File: src/rtl/sipo_pkg.sv
// Shared types for the serial shift-register output driver.
// Assumes nothing beyond the state encoding used by the sequencer.
package sipo_pkg;
    typedef enum logic [1:0] {
        ST_IDLE  = 2'd0,
        ST_SHIFT = 2'd1,
        ST_LATCH = 2'd2
    } sipo_state_e;
endpackage

File: src/rtl/sipo_dly_clamp.sv
// Derives the serial clock period and half period from the divisor code,
// and clamps the raw clock-to-data delay into 1..half period.
// Assumes CNT_W is wide enough to hold the largest period.
module sipo_dly_clamp #(
    parameter int DIV_W = 2,
    parameter int DLY_W = 5,
    parameter int CNT_W = 6
) (
    input  logic [DIV_W-1:0] div_sel,
    input  logic [DLY_W-1:0] dly_raw,
    output logic [CNT_W-1:0] period,
    output logic [CNT_W-1:0] half,
    output logic [CNT_W-1:0] dly_eff
);
    logic [CNT_W-1:0] raw_ext;

    // Period and half period from the divisor code; delay clamped into range
    always_comb begin
        period  = CNT_W'(4) << div_sel;
        half    = period >> 1;
        raw_ext = CNT_W'(dly_raw);
        if (raw_ext == '0)
            dly_eff = CNT_W'(1);
        else if (raw_ext > half)
            dly_eff = half;
        else
            dly_eff = raw_ext;
    end
endmodule

File: src/rtl/sipo_phase_ctr.sv
// Phase counter inside one serial clock period. Counts 0..period-1 while
// run is high and flags the last count. Assumes period >= 2.
module sipo_phase_ctr #(
    parameter int CNT_W = 6
) (
    input  logic             clk,
    input  logic             rst_n,
    input  logic             clear,
    input  logic             run,
    input  logic [CNT_W-1:0] period,
    output logic [CNT_W-1:0] ph,
    output logic             wrap
);
    logic [CNT_W-1:0] ph_q;

    assign ph   = ph_q;
    assign wrap = run && (ph_q == period - CNT_W'(1));

    // Advance the phase, restarting at zero on clear or at period end
    always_ff @(posedge clk) begin
        if (!rst_n)
            ph_q <= '0;
        else if (clear)
            ph_q <= '0;
        else if (run)
            ph_q <= wrap ? '0 : ph_q + CNT_W'(1);
    end
endmodule

File: src/rtl/sipo_shift_seq.sv
// Transfer sequencer. Captures data and timing at the start, steps through
// DATA_W bit periods, then an optional latch period, and builds the serial
// outputs. Assumes period, half and delay inputs are already validated.
module sipo_shift_seq
    import sipo_pkg::*;
#(
    parameter int DATA_W = 17,
    parameter int CNT_W  = 6,
    parameter int SLOT_W = 5
) (
    input  logic              clk,
    input  logic              rst_n,
    input  logic              start,
    input  logic [DATA_W-1:0] wr_data,
    input  logic              cfg_mode,
    input  logic [CNT_W-1:0]  period_in,
    input  logic [CNT_W-1:0]  half_in,
    input  logic [CNT_W-1:0]  dly_in,
    input  logic [CNT_W-1:0]  ph,
    input  logic              wrap,
    output logic              ph_clear,
    output logic              ph_run,
    output logic [CNT_W-1:0]  period_q,
    output logic              ser_clk,
    output logic              ser_data,
    output logic              ser_latch,
    output logic              busy,
    output logic [DATA_W-1:0] data_q
);
    localparam logic [SLOT_W-1:0] LAST_SLOT = SLOT_W'(DATA_W - 1);

    sipo_state_e       state_q;
    logic              mode_q;
    logic [CNT_W-1:0]  half_q;
    logic [CNT_W-1:0]  dly_q;
    logic [SLOT_W-1:0] slot_q;
    logic              accept;
    logic              have_bit;
    logic [SLOT_W-1:0] bit_idx;

    assign accept   = start && (state_q == ST_IDLE);
    assign ph_clear = accept;
    assign ph_run   = (state_q != ST_IDLE);

    // State, bit-period index and captured transfer settings
    always_ff @(posedge clk) begin
        if (!rst_n) begin
            state_q  <= ST_IDLE;
            slot_q   <= '0;
            mode_q   <= 1'b0;
            period_q <= CNT_W'(4);
            half_q   <= CNT_W'(2);
            dly_q    <= CNT_W'(1);
            data_q   <= '0;
        end else if (accept) begin
            state_q  <= ST_SHIFT;
            slot_q   <= '0;
            mode_q   <= cfg_mode;
            period_q <= period_in;
            half_q   <= half_in;
            dly_q    <= dly_in;
            data_q   <= wr_data;
        end else if (wrap) begin
            case (state_q)
                ST_SHIFT: begin
                    if (slot_q == LAST_SLOT) begin
                        slot_q  <= '0;
                        state_q <= mode_q ? ST_LATCH : ST_IDLE;
                    end else begin
                        slot_q  <= slot_q + SLOT_W'(1);
                    end
                end
                ST_LATCH: state_q <= ST_IDLE;
                default:  state_q <= ST_IDLE;
            endcase
        end
    end

    // Pick the bit on the data line: current period after the delay, else previous
    always_comb begin
        have_bit = 1'b0;
        bit_idx  = slot_q;
        if (state_q == ST_SHIFT) begin
            if (ph >= dly_q) begin
                have_bit = 1'b1;
            end else if (slot_q != '0) begin
                have_bit = 1'b1;
                bit_idx  = slot_q - SLOT_W'(1);
            end
        end
    end

    // Serial pin values from state and phase
    always_comb begin
        ser_clk   = (state_q == ST_SHIFT) && (ph >= half_q);
        ser_data  = have_bit && data_q[LAST_SLOT - bit_idx];
        ser_latch = (state_q == ST_LATCH);
        busy      = (state_q != ST_IDLE);
    end
endmodule

File: src/rtl/sipo_shift_out.sv
// Top of the serial shift-register output driver. Joins the timing clamp,
// phase counter and sequencer, and forms the readback word.
// Assumes start is a single-cycle request and configuration comes from outside.
module sipo_shift_out #(
    parameter  int DATA_W  = 17,
    parameter  int DIV_W   = 2,
    parameter  int REG_W   = 32,
    localparam int MAX_PER = 4 << ((1 << DIV_W) - 1),
    localparam int CNT_W   = $clog2(MAX_PER) + 1,
    localparam int DLY_W   = CNT_W - 1
) (
    input  logic              clk,
    input  logic              rst_n,
    input  logic              start,
    input  logic [DATA_W-1:0] wr_data,
    input  logic              cfg_mode,
    input  logic [DIV_W-1:0]  cfg_div,
    input  logic [DLY_W-1:0]  cfg_dly,
    output logic              ser_clk,
    output logic              ser_data,
    output logic              ser_latch,
    output logic              busy,
    output logic [REG_W-1:0]  rd_word
);
    localparam int SLOT_W = $clog2(DATA_W + 1);
    localparam int PAD_W  = REG_W - 1 - DATA_W;

    logic [CNT_W-1:0]  period_c;
    logic [CNT_W-1:0]  half_c;
    logic [CNT_W-1:0]  dly_c;
    logic [CNT_W-1:0]  period_q;
    logic [CNT_W-1:0]  ph;
    logic              wrap;
    logic              ph_clear;
    logic              ph_run;
    logic [DATA_W-1:0] data_q;

    sipo_dly_clamp #(.DIV_W(DIV_W), .DLY_W(DLY_W), .CNT_W(CNT_W)) u_clamp (
        .div_sel (cfg_div),
        .dly_raw (cfg_dly),
        .period  (period_c),
        .half    (half_c),
        .dly_eff (dly_c)
    );

    sipo_phase_ctr #(.CNT_W(CNT_W)) u_phase (
        .clk    (clk),
        .rst_n  (rst_n),
        .clear  (ph_clear),
        .run    (ph_run),
        .period (period_q),
        .ph     (ph),
        .wrap   (wrap)
    );

    sipo_shift_seq #(.DATA_W(DATA_W), .CNT_W(CNT_W), .SLOT_W(SLOT_W)) u_seq (
        .clk       (clk),
        .rst_n     (rst_n),
        .start     (start),
        .wr_data   (wr_data),
        .cfg_mode  (cfg_mode),
        .period_in (period_c),
        .half_in   (half_c),
        .dly_in    (dly_c),
        .ph        (ph),
        .wrap      (wrap),
        .ph_clear  (ph_clear),
        .ph_run    (ph_run),
        .period_q  (period_q),
        .ser_clk   (ser_clk),
        .ser_data  (ser_data),
        .ser_latch (ser_latch),
        .busy      (busy),
        .data_q    (data_q)
    );

    // Readback word: progress flag on top, captured data at the bottom
    assign rd_word = {busy, {PAD_W{1'b0}}, data_q};
endmodule

File: config.mk
export PLATFORM = sky130hd
export DESIGN_NAME = sipo_shift_out
export DESIGN_NICKNAME = d
export VERILOG_FILES = /design/src/rtl/sipo_pkg.sv /design/src/rtl/sipo_dly_clamp.sv /design/src/rtl/sipo_phase_ctr.sv /design/src/rtl/sipo_shift_seq.sv /design/src/rtl/sipo_shift_out.sv
export SDC_FILE = /design/constraint.sdc
export NUM_CORES = 1
export LEC_CHECK = 0
export ABC_AREA = 0
export BUFFER_PORTS_ARGS = -buffer_cell sky130_fd_sc_hd__buf_2
export CAP_MARGIN = 0
export CORE_MARGIN = 10
export CORE_UTILIZATION = 50
export CTS_BUF_LIST = sky130_fd_sc_hd__clkbuf_2 sky130_fd_sc_hd__clkbuf_4 sky130_fd_sc_hd__clkbuf_8
export CTS_CLUSTER_SIZE = 12
export DETAILED_ROUTE_END_ITERATION = 10
export PLACE_DENSITY = 0.73
export SYNTH_ARGS = -nofsm -noshare
export SYNTH_HDL_FRONTEND = slang
export SYNTH_HIERARCHICAL = 1
export SYNTH_SLANG_ARGS = --single-unit
File: constraint.sdc
create_clock -name clk -period 6.1 [get_ports clk]
set_input_delay 0.915 -clock clk [delete_from_list [all_inputs] [get_ports clk]]
set_output_delay 0.915 -clock clk [all_outputs]
set_load 0.01 [all_outputs]
# Yosys cells after proc, flatten, opt, wreduce, memory -nomap -nowiden
# Cells that the tools add are included.
totals:
  output_inout_bits: 36
  word_cells: 56
  regBits: 48
classes:
  n_shift: 1
  n_reduce_logical: 13
  eq_ne: 6
  bitwise: 1
  magnitude_cmp: 4
  n_mux: 17
  addsub: 5
op_table:
  columns: ["operator", "n"]
  rows:
  - ["$mux W5", 6]
  - ["$add A6 B1 Y6 const B", 1]
  - ["$eq A6 B6 Y1", 1]
  - ["$ge A6 B5 Y1", 1]
  - ["$ge A6 B6 Y1", 1]
  - ["$lt A5 B6 Y1 const B", 1]
  - ["$mux W1", 6]
  - ["$mux W2", 3]
  - ["$mux W6", 1]
  - ["$reduce_and A2 Y1", 3]
  - ["$shl A3 B2 Y6 const A", 1]
  - ["$sub A6 B1 Y6 const B", 1]
  - ["$add A5 B1 Y5 const B", 1]
  - ["$bmux W1 S5", 1]
  - ["$eq A5 B5 Y1 const B", 1]
  - ["$gt A5 B5 Y1", 1]
  - ["$logic_not A5 Y1", 1]
  - ["$reduce_bool A5 Y1", 1]
  - ["$sub A5 B1 Y5 const B", 1]
  - ["$sub A5 B5 Y5 const A", 1]
  - ["$logic_and A1 B1 Y1", 4]
  - ["$reduce_bool A2 Y1", 2]
  - ["$ne A3 B2 Y1 const B", 1]
  - ["$eq A2 B1 Y1 const B", 1]
  - ["5 further kinds", 5]

# Depth between registers and ports, before layout
# Gate-level depths: netlist of the first run.
depth:
  depth_word: 8
  depth_mapped: 13

# Cells and area by module
# The synthesis of the first run kept the hierarchy.
modules_own_cells:
  columns: ["module", "n_inst", "area_per_inst_um2", "cells_each", "seq_area_each_um2"]
  rows:
  - ["sipo_shift_seq", 1, 2372.3, 280, 860.8]
  - ["sipo_phase_ctr", 1, 460.4, 50, 120.1]
  - ["sipo_dly_clamp", 1, 289.0, 40, 0.0]
  - ["sipo_shift_out", 1, 116.4, 16, 0.0]

# Worst setup path after synthesis of the first run
# OpenSTA, ideal clock, no wires.
synth_timing:
  path_kind: "register -> output"
  from: "register u_seq.slot_q[0]"
  to: "output port ser_data"
  path_buffers: 1
  slack_ps: 2143
  path_stages_with_launch: 13
  arrival_time_ps: 3042
  t_required_ps: 5185
  path_cell_list: "dfxtp_1 > clkbuf_1 > inv_1 > ha_1 > nor2b_1 > a21o_4 > a211oi_4 > xnor2_2 > ha_1 > mux4_2 > mux2_2 > nand3b_1 > a31oi_1"
synth_between:
  elab_chain_cells: 8
  word_cells_on_any_way: 12
synth_rtl:
  columns: ["item", "line", "source"]
  rows:
  - ["start, declared", "sipo_shift_seq.sv:36", "logic [SLOT_W-1:0] slot_q;"]
  - ["start signal, assigned", "sipo_shift_seq.sv:70", "slot_q <= slot_q + SLOT_W'(1);"]
  - ["$sub A5 B1 Y5 / $reduce_bool A5 Y1 (equally long branches)", "sipo_shift_seq.sv:88, sipo_shift_seq.sv:86", null]
  - ["$mux W5", "sipo_shift_seq.sv:86", "end else if (slot_q != '0) begin"]
  - ["$mux W5", "sipo_shift_seq.sv:84", "if (ph >= dly_q) begin"]
  - ["$mux W5", "sipo_shift_seq.sv:83", "if (state_q == ST_SHIFT) begin"]
  - ["$sub A5 B5 Y5", "sipo_shift_seq.sv:96", "ser_data = have_bit && data_q[LAST_SLOT - bit_idx];"]
  - ["$bmux W1 S5", "sipo_shift_seq.sv:96", null]
  - ["$mux W1 (not written as such)", "sipo_shift_seq.sv:96", null]
  - ["$logic_and A1 B1 Y1 (*)", "sipo_shift_seq.sv:96", null]
  - ["end, declared", "sipo_shift_out.sv:20", "output logic ser_data,"]
# Mark *: on every way between the ends. The rest lies on a longest branch, timed or not. The select of a mux whose other input is x is not followed.

# Worst setup path after layout of the first run
# Same ends and word-level chain as after synthesis.

==> results of run 1 <==
final timing paths:
check	start	endpoint	slack, ns	cells after the start
worst max register to register	u_seq/period_q[0]$_SDFFE_PN0P_	u_seq/slot_q[3]$_SDFFE_PP0P_	3.34	11
worst min-delay path	u_seq/half_q[3]$_SDFFE_PN0P_	u_seq/half_q[3]$_SDFFE_PN0P_	0.47	2
worst max-delay path	u_seq/slot_q[0]$_SDFFE_PP0P_	ser_data	1.54	12
worst min register to register	u_seq/half_q[3]$_SDFFE_PN0P_	u_seq/half_q[3]$_SDFFE_PN0P_	0.47	2
cells by family (layout without fill, tap and decap cells):
family                   count (synthesis)  count (layout)
AND/OR/NAND/NOR                        145             145
AO/OA/AOI/OAI                           71              71
buffers and inverters                   64              83
flip-flops                              49              49
adder cells (fa/ha/maj)                 22              22
XOR/XNOR                                21              21
multiplexers                            12              12
other                                    2              19
flip-flops by register name, indices dropped and copies added (netlist names):
register	flops
u_phase/ph	6
u_seq/data_q	17
u_seq/dly_q	6
u_seq/half_q	6
u_seq/mode_q	1
u_seq/period_q	6
u_seq/slot_q	5
u_seq/state_q	2
synthesized netlist by cell type, drive strengths merged (6+ instances only):
| library cell | number |
|---|---|
| a211oi | 6 |
| a21boi | 33 |
| a21oi | 7 |
| buf | 28 |
| clkbuf | 12 |
| dfxtp | 49 |
| ha | 22 |
| inv | 24 |
| nand2 | 81 |
| nand2b | 7 |
| nand4 | 7 |
| nor2 | 18 |
| nor2b | 7 |
| o21ai | 10 |
| xnor2 | 11 |
| xor2 | 10 |
power groups by stage:
stage | Clock [mW] | Sequential (mW) | Combinational [mW]
2_1_floorplan | 0 | 0.356 | 0.110
3_3_place_gp | 0 | 0.356 | 0.135
3_5_place_dp | 0 | 0.357 | 0.138
4_1_cts | 0.209 | 0.349 | 0.139
5_1_grt | 0.220 | 0.352 | 0.156
6_report | 0.202 | 0.349 | 0.138
cell usage in the layout (no fill, tap or decap), drive strengths merged, types with 4 or more instances in the layout:
cell type  count
a211oi         6
a21boi        33
a21o           4
a21oi          7
buf           51
clkbuf         5
conb          19
dfxtp         49
ha            22
inv           26
mux2           5
mux4           4
nand2         81
nand2b         7
nand3          4
nand4          7
nor2          18
nor2b          7
o21ai         10
xnor2         11
xor2          10
tightest hold or removal path: stages (launching register included):
cell,delay (ns)
dfxtp_1,0.32
nand2_1,0.05
a21boi_0,0.06
through the flow:
step | setup slack [ns] | hold WS [ns] | cell area [um2]
after floorplan | 2.143 | 0.4435 | 3302
after global placement | 2.045 | 0.4553 | 3412
after detailed placement | 1.899 | 0.4613 | 3412
after CTS | 1.532 | 0.4759 | 3506
after global routing | 1.320 | 0.4978 | 3506
final | 1.538 | 0.4701 | 3506
area by class of cell:
class | instances | share of cell area, %
well taps | 77 | 2.748
clock buffers | 5 | 1.963
clock inverters | 3 | 0.7138
repair buffers | 51 | 7.423
inverters | 24 | 2.570
flip-flops and latches | 49 | 27.98
multi-input cells | 290 | 56.60
layer usage:
metal  vias up  wire length (um)  GRT usage [%]
met3        10               526          3.841
li1       1321                 -              -
met1      1207              3151          18.00
met4         0               109          5.109
met2        86              3397          22.90
met5         -                 0              0
==> results.tsv, run 1 <==
stage	metric	value	unit
detailed_routing	via/cell ratio	5.259	
timing	max-slew violations	0	
yosys	YS warnings	6	
finish	# nets final	471	
power	Comb pwr share	20.1	%
timing	fin crit share	74.79	%
clock_network	Post-CTS Setup Bufs	0	
yosys	mux cell area share after synthesis	5.448	%
die	CORE AREA	6314	um2
clock_network	Gates resized, CTS repair	0	
power	total power	689.9	uW
die	Initial Util	51.29	%
clock_network	clk slew on worst S/H paths	0.09	ns
yosys	Synth Area in Compound Gates	16.81	%
worst_setup_path	CP top delay family	multiplexers	
clock_network	Clock Root Buffer	clkbuf_8	
power	Clock power frac	29.3	%
yosys	post-synth top area cell	dfxtp_1	
finish	filler instances	597	
finish	area of the multi-input gates	1984	um2
clock_network	H-tree Lvls	2	
die	Horiz. Die Dim	100.5	um
timing	RSZ-0062 raised after global routing	no	
worst_setup_path	CP arrival	3.65	ns
worst_setup_path	slowest CP cell	dfxtp_1	
yosys	Synth async-reset ratio	0	%
yosys	EDFF count, synth	0	
clock_network	Hold-fix buffers, CTS	0	
die	row count	29	
yosys	Mapped Cells	386	
job	Max Cap Viol	0	
power	Net Sw Frac	30.67	%
yosys	adder-cell share of the synthesized area	8.501	%
finish	share of layout cells above drive strength 1	21.33	%
finish	synth-to-layout area growth	8.269	%
worst_setup_path	Critical Path End Type	output pin	
yosys	mean post-synth cell area	8.389	um2
power	Psw	211.6	uW
worst_setup_path	worst-path fanout max	8	
yosys	Synth cell types	57	
status	outcome	complete, no violations	
timing	worst slew pin tran	0.6057	ns
timing	Worst slew margin	59.62	%
placed_design	GP Congestion	0.8428	
detailed_routing	ANT nets after route	0	
global_routing	initial antenna violation count	0	
power	Worst IR Drop VDD	136.1	uV
power	Power Density	196.8	nW/um2
finish	diode count	0	
placed_design	Inst Count DP	491	
clock_network	Worst-Skew Late Latency	0.32	ns
timing	setup_tns	0	ns
yosys	Yosys top cell area share	30.29	%
placed_design	DP Wirelength	5356	um
yosys	Synth Area in Simple Gates	22.41	%
die	die height	100.5	um
global_routing	largest net degree at the start of global routing	40	
yosys	Post-synth top flop	dfxtp_1	
worst_setup_path	critical path class	reg -> out	
placed_design	Port Buffers	49	
detailed_routing	vias	2624	
yosys	FF+latch count, synth	49	
worst_setup_path	Req. time, crit path	5.18	ns
worst_setup_path	worst path cell trace	inv_1 -> ha_1 -> nor2b_1 -> a21o_4 -> a211oi_4 -> xnor2_2 -> ha_1 -> mux4_2 -> mux2_2 -> nand3b_1 -> a31oi_1 -> buf_2	
worst_setup_path	most frequent CP cell	ha_1	
worst_setup_path	Startpoint Class	flop	
global_routing	global-route wire length before repair	12200	um
global_routing	GRT Residual Overflow	0	
die	I/O Pins	64	
power	Leak Pwr	1.529	nW
timing	min Tclk post-route	4.562	ns
yosys	main combinational cell family by area after synthesis	simple AND/OR/NAND/NOR gates	
timing	# setup viols final	0	
detailed_routing	initial DRC count	81	
clock_network	Bufs on Longest Clock Path	2	
yosys	top area cells in the synthesized netlist	dfxtp_1 (30%), nand2_1 (9.3%), ha_1 (8.5%)	
die	full die area	10100	um2
power	Seq pwr share	50.6	%
finish	Final Util	55.53	%
detailed_routing	final wirelength	7186	um
clock_network	CTS tree	yes	
finish	Finished Layout Cells	499	
timing	fmax	219.2	MHz
finish	register area	980.9	um2
worst_setup_path	Max stage delay on crit path	0.54	ns
worst_setup_path	total buffers and inverters traversed by the critical path	2	
yosys	sequential cell area fraction in the yosys report	30.29	%
clock_network	total clock sinks	49	
global_routing	GR Util All Layers	14.31	%
timing	skew final	0.006882	ns
power	Internal Pwr Total	478.3	uW
clock_network	Num CTS Buffers	5	
worst_hold_path	Hold WC Path Type	reg -> reg	
yosys	XOR/XNOR share of the synthesized area	5.912	%
global_routing	vias in the first global route	2622	
detailed_routing	wire length per cell	14.40	um
yosys	Post-Syn Area	3238	um2
detailed_routing	DRC viols	0	
detailed_routing	Initial DRT Pass Iterations	5	
timing	Hold Vio Cnt, Final	0	
No activity file was read; power rests on OpenSTA's default activity.
==> run 2: changes to the inputs <==
==> constraint.sdc (replaced) <==
create_clock -name clk -period 4.4 [get_ports clk]
set_input_delay 0.66 -clock clk [delete_from_list [all_inputs] [get_ports clk]]
set_output_delay 0.66 -clock clk [all_outputs]
set_load 0.01 [all_outputs]
==> run 2 against run 1 <==
  * Sequential share of layout area fell by 0.078 points
  * Largest cell class unchanged
  * Combinational power is 38% higher
  * Utilization is 0.30 points higher
  * Clock-buffer cell count unchanged
  * Clock skew is essentially flat
  * Sequential power up 39%
  * Flip-flop and latch count is the same
  * Critical path depth unchanged
  * Final cell count down 0.20%
  * Design area up 0.54%
  * Die area unchanged
==> results.tsv, run 2 (same netlist as run 1, synthesis figures left out) <==
stage	metric	value	unit	change
die	I/O Pins	64		unchanged
timing	skew final	0.006928	ns	+0.00004621 ns
status	outcome	complete, no violations		
die	full die area	10100	um2	unchanged
global_routing	vias in the first global route	2579		-1.6%
finish	Final Instance Area	3525	um2	+0.54%
placed_design	Port Buffers	49		unchanged
finish	most frequent cells in the layout	nand2_1 (80), buf_2 (49), dfxtp_1 (47), a21boi_0 (33), inv_1 (24)		
die	row count	29		unchanged
placed_design	GP Congestion	0.8422		about the same
placed_design	DP Wirelength	5438	um	+1.5%
worst_setup_path	Critical Path End Type	output pin		
worst_setup_path	Startpoint Class	flop		
finish	synth-to-layout area growth	8.849	%	
global_routing	GR Util All Layers	14.30	%	about the same
job	Max Cap Viol	0		unchanged
clock_network	total clock sinks	49		unchanged
power	Worst IR Drop VDD	190.8	uV	+40%
global_routing	largest net degree at the start of global routing	40		unchanged
detailed_routing	final wirelength	7167	um	-0.26%
clock_network	Clock Root Buffer	clkbuf_8		
placed_design	placed cell area	3405	um2	-0.22%
clock_network	CTS tree	yes		
detailed_routing	ANT nets after route	0		unchanged
timing	Worst slew margin	44.81	%	-15 points
timing	setup_tns	0	ns	unchanged
die	Initial Util	51.29	%	unchanged
worst_setup_path	critical path class	reg -> out		
global_routing	global-route wire length before repair	12120	um	-0.62%
timing	RSZ-0062 raised after global routing	no		
clock_network	H-tree Lvls	2		unchanged
finish	share of layout cells above drive strength 1	21.85	%	+0.53 points
timing	# setup viols final	0		unchanged
timing	fmax	243.1	MHz	
detailed_routing	wire length per cell	14.39	um	about the same
timing	Hold Vio Cnt, Final	0		unchanged
detailed_routing	vias	2604		-0.76%
worst_setup_path	Req. time, crit path	3.74	ns	-1.44 ns
timing	worst slew pin tran	0.8279	ns	+0.2222 ns
clock_network	Gates resized, CTS repair	0		unchanged
worst_setup_path	worst-path fanout max	6		-2
clock_network	Hold-fix buffers, CTS	0		unchanged
timing	min Tclk post-route	4.114	ns	
finish	filler instances	602		+0.84%
die	die height	100.5	um	unchanged
power	Leak Pwr	1.534	nW	+0.30%
detailed_routing	initial DRC count	130		+60%
die	CORE AREA	6314	um2	unchanged
worst_setup_path	CP arrival	3.45	ns	-0.20 ns
die	Horiz. Die Dim	100.5	um	unchanged
detailed_routing	DRC viols	0		unchanged
finish	diode count	0		unchanged
global_routing	initial antenna violation count	0		unchanged
clock_network	Worst-Skew Late Latency	0.30	ns	-0.02 ns
finish	most common cell after layout, fill and taps aside	nand2_1		
detailed_routing	Initial DRT Pass Iterations	4		-1
finish	Largest Register	u_seq/data_q		
clock_network	Num CTS Buffers	5		unchanged
power	Power Density	284.3	nW/um2	+44%
clock_network	Bufs on Longest Clock Path	2		unchanged
finish	# nets final	470		-0.21%
global_routing	GRT Residual Overflow	0		unchanged
detailed_routing	via/cell ratio	5.229		-0.56%
clock_network	clk slew on worst S/H paths	0.09	ns	about the same
timing	fin crit share	93.50	%	
finish	number of flip-flops in the largest register	17		unchanged
timing	max-slew violations	0		unchanged
worst_hold_path	Hold WC Path Type	reg -> reg		
clock_network	Post-CTS Setup Bufs	0		unchanged
[run 2: critical path, cell delays in order, from the launching register on]
cell	delay, ns
dfxtp_1	0.46
inv_1	0.12
ha_1	0.21
nor2b_1	0.15
a21o_4	0.24
a211oi_4	0.26
xnor2_2	0.17
ha_2	0.43
mux4_2	0.52
mux2_2	0.28
nand3b_1	0.08
a31oi_1	0.07
buf_2	0.14
[run 2: through the flow]
stage	setup WS [ns]	util [%]	hold WS, ns	std cells	power, mW
final	0.2859	55.83	0.4669	498	1.002
after global routing	0.08333	55.83	0.4998	498	1.057
after CTS	0.06925	55.75	0.4726	498	1.015
after detailed placement	0.4463	53.92	0.4587	490	0.6848
after global placement	0.6047	53.92	0.4531	490	0.6789
after floorplan	0.6979	-	0.4435	403	0.6461
[run 2: worst paths after layout]
path	endpoint	slack, ns	depth (start not counted)	startpoint
max	ser_data	0.29	12	u_seq/slot_q[1]$_SDFFE_PP0P_
min	u_seq/half_q[4]$_SDFFE_PN0P_	0.47	2	u_seq/half_q[4]$_SDFFE_PN0P_
max reg2reg	u_seq/slot_q[3]$_SDFFE_PP0P_	1.62	11	u_seq/period_q[0]$_SDFFE_PN0P_
min reg2reg	u_seq/half_q[4]$_SDFFE_PN0P_	0.47	2	u_seq/half_q[4]$_SDFFE_PN0P_
[run 2: metal layers]
layer | vias to the layer above | share of wire, % | track usage (%)
met5 | - | 0 | 0
met4 | 0 | 1.2 | 4.239
met3 | 7 | 4.5 | 2.881
met2 | 63 | 47 | 22.90
met1 | 1210 | 47 | 18.87
li1 | 1324 | - | -
[run 2: final cells by class]
class,count,area (um2),area share [%]
clock buffers,5,68.82,1.952
clock inverters,3,46.29,1.313
inverters,24,90.09,2.556
multi-input cells,290,1987,56.37
flip-flops and latches,49,983.4,27.90
well taps,77,96.34,2.733
repair buffers,50,252.7,7.171
[run 2: power by group]
part           internal (mW)  total, mW  switching, mW
registers              0.466      0.484         0.0187
logic                 0.0806      0.191          0.110
clock network          0.170      0.327          0.157
total                  0.717       1.00          0.286
